**src/rtl/nibble_alu_pkg.sv**
```systemverilog
// Shared operation and shifter control codes for the nibble ALU.
// Assumes a two-bit code; bit 1 is the upper select line.
package nibble_alu_pkg;
    typedef enum logic [1:0] {
        OP_ADD = 2'b00,
        OP_SUB = 2'b01,
        OP_AND = 2'b10,
        OP_SHL = 2'b11
    } alu_op_e;

    localparam logic [1:0] SH_RIGHT = 2'b10;
    localparam logic [1:0] SH_LEFT  = 2'b11;
endpackage

```
**src/rtl/ripple_addsub.sv**
```systemverilog
// Ripple-carry adder/subtractor. The mode bit inverts the second operand
// and is injected as the carry in, so mode 1 forms a + ~b + 1.
// Assumes W >= 1; carry out is 1 when a subtraction needs no borrow.
module ripple_addsub #(
    parameter int W = 4
) (
    input  logic [W-1:0] a,
    input  logic [W-1:0] b,
    input  logic         mode_sub,
    output logic [W-1:0] sum,
    output logic         cout
);
    logic [W:0]   chain;
    logic [W-1:0] b_eff;

    assign chain[0] = mode_sub;

    // One full-adder cell per bit position.
    for (genvar i = 0; i < W; i++) begin : g_cell
        assign b_eff[i]   = b[i] ^ mode_sub;
        assign sum[i]     = a[i] ^ b_eff[i] ^ chain[i];
        assign chain[i+1] = (a[i] & b_eff[i]) | (chain[i] & (a[i] ^ b_eff[i]));
    end

    assign cout = chain[W];
endmodule

```
**src/rtl/bitshift_unit.sv**
```systemverilog
// One-place logical shifter with its own two-bit control:
// 00/01 pass, 10 right (zero into MSB), 11 left (zero into LSB).
// Assumes W >= 2.
module bitshift_unit
    import nibble_alu_pkg::*;
#(
    parameter int W = 4
) (
    input  logic [W-1:0] data_i,
    input  logic [1:0]   ctl_i,
    output logic [W-1:0] data_o
);
    // Select the shifted or unchanged operand.
    always_comb begin
        case (ctl_i)
            SH_RIGHT: data_o = {1'b0, data_i[W-1:1]};
            SH_LEFT:  data_o = {data_i[W-2:0], 1'b0};
            default:  data_o = data_i;
        endcase
    end
endmodule

```
**src/rtl/result_mux.sv**
```systemverilog
// Four-way result selector; forces the top bit to zero for the
// non-arithmetic operations. Assumes the inputs settle combinationally.
module result_mux
    import nibble_alu_pkg::*;
#(
    parameter int W = 4
) (
    input  logic [1:0]   op_sel,
    input  logic [W-1:0] arith_val,
    input  logic         arith_carry,
    input  logic [W-1:0] and_val,
    input  logic [W-1:0] shift_val,
    output logic [W:0]   result
);
    // Route the chosen unit to the output.
    always_comb begin
        case (alu_op_e'(op_sel))
            OP_ADD,
            OP_SUB:  result = {arith_carry, arith_val};
            OP_AND:  result = {1'b0, and_val};
            default: result = {1'b0, shift_val};
        endcase
    end
endmodule

```
**src/rtl/nibble_alu.sv**
```systemverilog
// Combinational ALU: add, subtract, bitwise AND, one-place left shift.
// The shifter's control is tied to op_sel, so the shift code always
// shifts left. No clock and no state.
module nibble_alu #(
    parameter int W = 4
) (
    input  logic [W-1:0] a,
    input  logic [W-1:0] b,
    input  logic [1:0]   op_sel,
    output logic [W:0]   result
);
    logic [W-1:0] arith_val;
    logic         arith_carry;
    logic [W-1:0] and_val;
    logic [W-1:0] shift_val;

    ripple_addsub #(.W(W)) u_addsub (
        .a(a), .b(b), .mode_sub(op_sel[0]),
        .sum(arith_val), .cout(arith_carry)
    );

    // Bitwise logic unit.
    assign and_val = a & b;

    bitshift_unit #(.W(W)) u_shift (
        .data_i(a), .ctl_i(op_sel), .data_o(shift_val)
    );

    result_mux #(.W(W)) u_mux (
        .op_sel(op_sel), .arith_val(arith_val), .arith_carry(arith_carry),
        .and_val(and_val), .shift_val(shift_val), .result(result)
    );
endmodule

```
**config.mk**
```make
export PLATFORM = sky130hd
export DESIGN_NAME = nibble_alu
export DESIGN_NICKNAME = d
export VERILOG_FILES = /design/src/rtl/nibble_alu_pkg.sv /design/src/rtl/ripple_addsub.sv /design/src/rtl/bitshift_unit.sv /design/src/rtl/result_mux.sv /design/src/rtl/nibble_alu.sv
export SDC_FILE = /design/constraint.sdc
export NUM_CORES = 1
export LEC_CHECK = 0
export ABC_CLOCK_PERIOD_IN_PS = 3400
export CORE_AREA = 2 2 39 41
export DETAILED_ROUTE_END_ITERATION = 7
export DIE_AREA = 0 0 41 43
export GPL_TIMING_DRIVEN = 0
export PLACE_DENSITY_LB_ADDON = 0.2
export SYNTH_ARGS = -nofsm -noshare
export SYNTH_HDL_FRONTEND = slang
export SYNTH_SLANG_ARGS = --single-unit
```
**constraint.sdc**
```tcl
create_clock -name vclk -period 3.4
set_input_delay 0.68 -clock vclk [all_inputs]
set_output_delay 0.68 -clock vclk [all_outputs]
set_load 0.02 [all_outputs]
```
-- Yosys cells after proc, flatten, opt, wreduce, memory -nomap -nowiden
Cells that the tools add are included.
- add/subtract/negate cells: 0
- $mul: 0
- divide/modulo/power cells: 0
- $lt $le $gt $ge: 0
- equality and inequality tests: 3
- shift-type cells: 0
- multiplexer cells: 2
- bitwise logic cells: 25
- reduce and logical (&&, ||, !) cells: 2
- operators with widths (cell ; number):
    $xor 1x1->1 ; 12
    $pmux 5 s2 ; 1
    $and 1x1->1 ; 8
    $and 4x4->4 ; 1
    $eq 2x2->1 const B ; 2
    $mux 4 ; 1
    $or 1x1->1 ; 4
    $eq 2x1->1 const B ; 1
    $logic_not 2->1 ; 1
    $reduce_or 2->1 ; 1
- bits in registers: 0
- bits in latches: 0
- bits in writable memories: 0
- ROM bits: 0
- word-level logic and storage cells: 32
- memories kept: 0

-- Longest topological paths before layout
- word-level depth: 11
- mapped depth: 7
- mapped depth without buffers: 6

-- Hierarchy
Synthesis repeated with hierarchy kept, for this count alone.
- cells, all modules: 43
- area, all modules: 305.3 sq um
- modules (own cells, without submodules) (module ; instances ; cells each ; area an instance (sq um) ; sequential area each (sq um)):
    ripple_addsub ; 1 ; 12 ; 121.4 ; 0.0
    result_mux ; 1 ; 15 ; 91.3 ; 0.0
    bitshift_unit ; 1 ; 12 ; 67.6 ; 0.0
    nibble_alu ; 1 ; 4 ; 25.0 ; 0.0

-- Worst setup path before layout
OpenSTA, ideal clock, no wires.
- kind: input to output
- start point: input op_sel[0]
- end point: output result[3]
- arrival time: 2.562 ns
- slack: 0.158 ns
- cell stages on the path: 7
- cells stage by stage: buf_6 -> mux2_2 -> fa_1 -> fa_1 -> fa_1 -> nor2_1 -> a31oi_4
- word-level cells in the longest chain between the ends: 10
- elaborated cells between the ends (all ways): 25
- classes of those cells: eq/ne (3); mux (2); bitwise (18); reduce/logical (2)
- RTL lines (what ; RTL line ; RTL):
    from (decl) ; nibble_alu.sv:9 ; input logic [1:0] op_sel,
    $xor 1x1->1 ; ripple_addsub.sv:20 ; assign b_eff[i] = b[i] ^ mode_sub;
    $xor 1x1->1 ; ripple_addsub.sv:22 ; assign chain[i+1] = (a[i] & b_eff[i]) | (chain[i] & (a[i] ^ b_eff[i]));
    $and 1x1->1 ; ripple_addsub.sv:22 ;
    $or 1x1->1 ; ripple_addsub.sv:22 ;
    $and 1x1->1 ; ripple_addsub.sv:22 ;
    $or 1x1->1 ; ripple_addsub.sv:22 ;
    $and 1x1->1 ; ripple_addsub.sv:22 ;
    $or 1x1->1 ; ripple_addsub.sv:22 ;
    $xor 1x1->1 ; ripple_addsub.sv:21 ; assign sum[i] = a[i] ^ b_eff[i] ^ chain[i];
    $pmux 5 s2 (*) ; result_mux.sv:17 ; case (alu_op_e'(op_sel))
    to (decl) ; nibble_alu.sv:10 ; output logic [W:0] result
Mark *: on every way between the ends. The rest lies on a longest branch, timed or not.

-- Worst setup path in the final report
- start point: input b[0]
- end point: output result[3]
- word-level cells in the longest chain between the ends: 10
- elaborated cells between the ends (all ways): 11
- classes of those cells: mux (1); bitwise (10)
- RTL lines (what ; RTL line ; RTL):
    from (decl) ; nibble_alu.sv:8 ; input logic [W-1:0] b,
    $xor 1x1->1 (*) ; ripple_addsub.sv:20 ;
    $xor 1x1->1 ; ripple_addsub.sv:22 ;
    $and 1x1->1 ; ripple_addsub.sv:22 ;
    $or 1x1->1 (*) ; ripple_addsub.sv:22 ;
    $and 1x1->1 (*) ; ripple_addsub.sv:22 ;
    $or 1x1->1 (*) ; ripple_addsub.sv:22 ;
    $and 1x1->1 (*) ; ripple_addsub.sv:22 ;
    $or 1x1->1 (*) ; ripple_addsub.sv:22 ;
    $xor 1x1->1 (*) ; ripple_addsub.sv:21 ;
    $pmux 5 s2 (*) ; result_mux.sv:17 ;
Marks and branches as above.

==> summary.txt <==
Min path
  – Cells on Worst Hold Path: 3
  – Hold Path Origin: op_sel[1]
  – WHS Endpoint: result[4]
  – Worst Hold Class: primary input to output pin

Placed design
  – Input/output buffers: 14
  – Routability Congestion: 0.599
  – Placed standard-cell area: 413 um2
  – DP Worst Slack: -0.934 ns

Power and ir drop
  – Max IR drop VDD: 0.0745 mV
  – Leakage: 0.172 nW
  – PwrDens: 189 nW/um2

Layout
  – Fillers: roughly 150
  – Fin nets: 54
  – Register area: 0 um2
  – Fin area: 408 um2
  – Layout area overhead: 61.4%
  – Share of cells above drive strength 1: 43.6%
  – ANT cells: 0
  – FFs & Latches: 0
  – # clk buffers: 0

Die
  – IO Count: 15
  – Die Height: 43 um
  – Core area: 1380 um2
  – Die W: around 41 um
  – Row count: 14
  – Die area: about 1800 um2
  – Starting Density: 18.3%

Synthesis
  – Sequential share of the synthesized area: 0%
  – Post-synth top area share: 23.8%
  – Cell count after synthesis: 25
  – Cell taking the most area after synthesis: fa_1
  – Post-synth cell types: 16
  – Synth cell count leaders: fa_1, nand2_1, nor2_1, xor2_1, nand3b_4
  – Syn Std Cell Area: 253 um2
  – Synth area leaders: fa_1, nand3b_4, xor2_1
  – Syn Nets: 38
  – Ys Warns: 0
  – Post-Syn Area per Cell: 10.1 um2

Global route
  – GRT Total Usage: 7.52%
  – First-pass GRT wire length: 993 um
  – Largest net degree at the start of global routing: 10
  – Vias in the first global route: 242
  – Gr ovfl total: 0
  – Initial antenna violation count: 0

Route
  – Routed Wire Length: ~590 um
  – Met2 Wirelength: 308 um
  – Vias: 233
  – Detailed-route DRC error count: 0
  – Met1 Wirelength: 231 um
  – Routed Antenna Nets: 0
  – DR WL met3: 50 um
  – First-pass DRT Iterations: 1
  – Vias/cell: 4.24
  – Top Layer Used: met3
  – Starting DRT DRC Count: 0
  – WL per Instance: 10.7 um

Critical path
  – CP Cell Sequence: buf_2 > mux2_4 > fa_2 > fa_2 > fa_1 > nor2_2 > a31oi_4 > buf_6
  – CP Launch Type: primary input
  – WP data required: 2.72 ns
  – Critical path peak fanout: 3
  – CP arrival: 2.63 ns
  – Slowest CP cell: fa_1
  – Crit end category: output pin
  – Cell mode on critical path: fa_2
  – Kind of critical path: primary input to output pin
  – Slowest stage delay, CP: approximately 0.5 ns

STA
  – Final worst setup slack: 0.0871 ns
  – Fmax: 302 MHz
  – TNS Setup: 0 ns
  – Final setup fails: 0
  – WHS: between 1.5 and 2 ns
  – Final min period: ~3.3 ns
  – RSZ-0062 raised after global routing: no
  – Final Cycle Share: 97.4%
  – Slew at the pin closest to its max-slew limit: 0.226 ns
  – Final Hold Fails: 0
  – Rel. slew slack: between 80% and 90%
  – Max Slew Vio Count: 0

Run status
  – Status: finished, final reports clean

Run
  – Max-cap viol count: 0

CTS
  – # hold bufs at CTS: 0
[cell families (layout without fill, tap and decap cells)]
kind of cell,count (synthesis),after routing,synth area share [%]
AND/OR/NAND/NOR,11,11,33.7
AO/OA/AOI/OAI,4,4,17.8
XOR/XNOR,4,4,13.9
adder cells (fa/ha/maj),3,3,23.8
buffers and inverters,2,16,6.43
multiplexers,1,1,4.46
[worst max path at each step]
stage / start / endpoint / depth (start not counted)
global route: b[0] / result[3] / 8
detailed placement: b[0] / result[3] / 8
floorplan: op_sel[0] / result[3] / 7
global placement: b[0] / result[3] / 8
finish: b[0] / result[3] / 8
CTS: op_sel[0] / result[3] / 9
[routing by layer]
layer | vias to the layer above | GRT usage, %
li1 | 114 | -
met1 | 109 | 10.6
met2 | 10 | 13.1
met3 | 0 | 0
met4 | 0 | 0
met5 | - | 0
[report_power, final]
group           total, W  switching, W  internal, W
registers              0             0            0
clock network          0             0            0
logic          0.0000771     0.0000384    0.0000387
total          0.0000771     0.0000384    0.0000387
[critical path: cells and delay by family]
kind	cells	cell delay, ns
AND/OR/NAND/NOR	1	0.05
adder cells (fa/ha/maj)	3	1.18
AO/OA/AOI/OAI	1	0.15
buffers and inverters	2	0.26
multiplexers	1	0.31
[placed cells by master, fill, tap and decap left out]
cell and instances:
clkdlybuf4s50_1 6, mux2_4 1, buf_2 4, buf_6 2
nor2_2 1, a31oi_2 1, o21ai_0 1, fa_2 2
nor2_1 2, dlygate4sd2_1 2, nand4b_1 1, nand3b_4 2
fa_1 1, xor2_2 1, xor2_1 2, buf_4 1
nor2b_1 1, clkbuf_2 1, a31oi_4 1, a31oi_1 1
nand3b_1 1, xnor2_1 1, nand2_1 3
[what timing repair did]
action	4_1_cts	5_1_grt
pin swaps	4	4
resized for setup	30	3
setup buffers	1	0
setup endpoints to repair	4	3
[through the flow]
| stage | total power (W) | std cells | util (%) |
|---|---|---|---|
| 2_1_floorplan | 0.0000426 | 25 | - |
| 3_3_place_gp | 0.0000753 | 55 | 29.8 |
| 3_5_place_dp | 0.0000782 | 55 | 29.8 |
| 4_1_cts | 0.0000798 | 56 | 30.0 |
| 5_1_grt | 0.0000855 | 55 | 29.5 |
| 6_report | 0.0000771 | 55 | 29.5 |
[final cells by class]
cell class / count / area [um2] / area share [%]
multi-input combinational: 23 / 255 / 62.6
timing repair buffer: 15 / 128 / 31.3
tap: 16 / 20.0 / 4.91
buffer: 1 / 5.00 / 1.23
(Power assumes the default switching activity.)
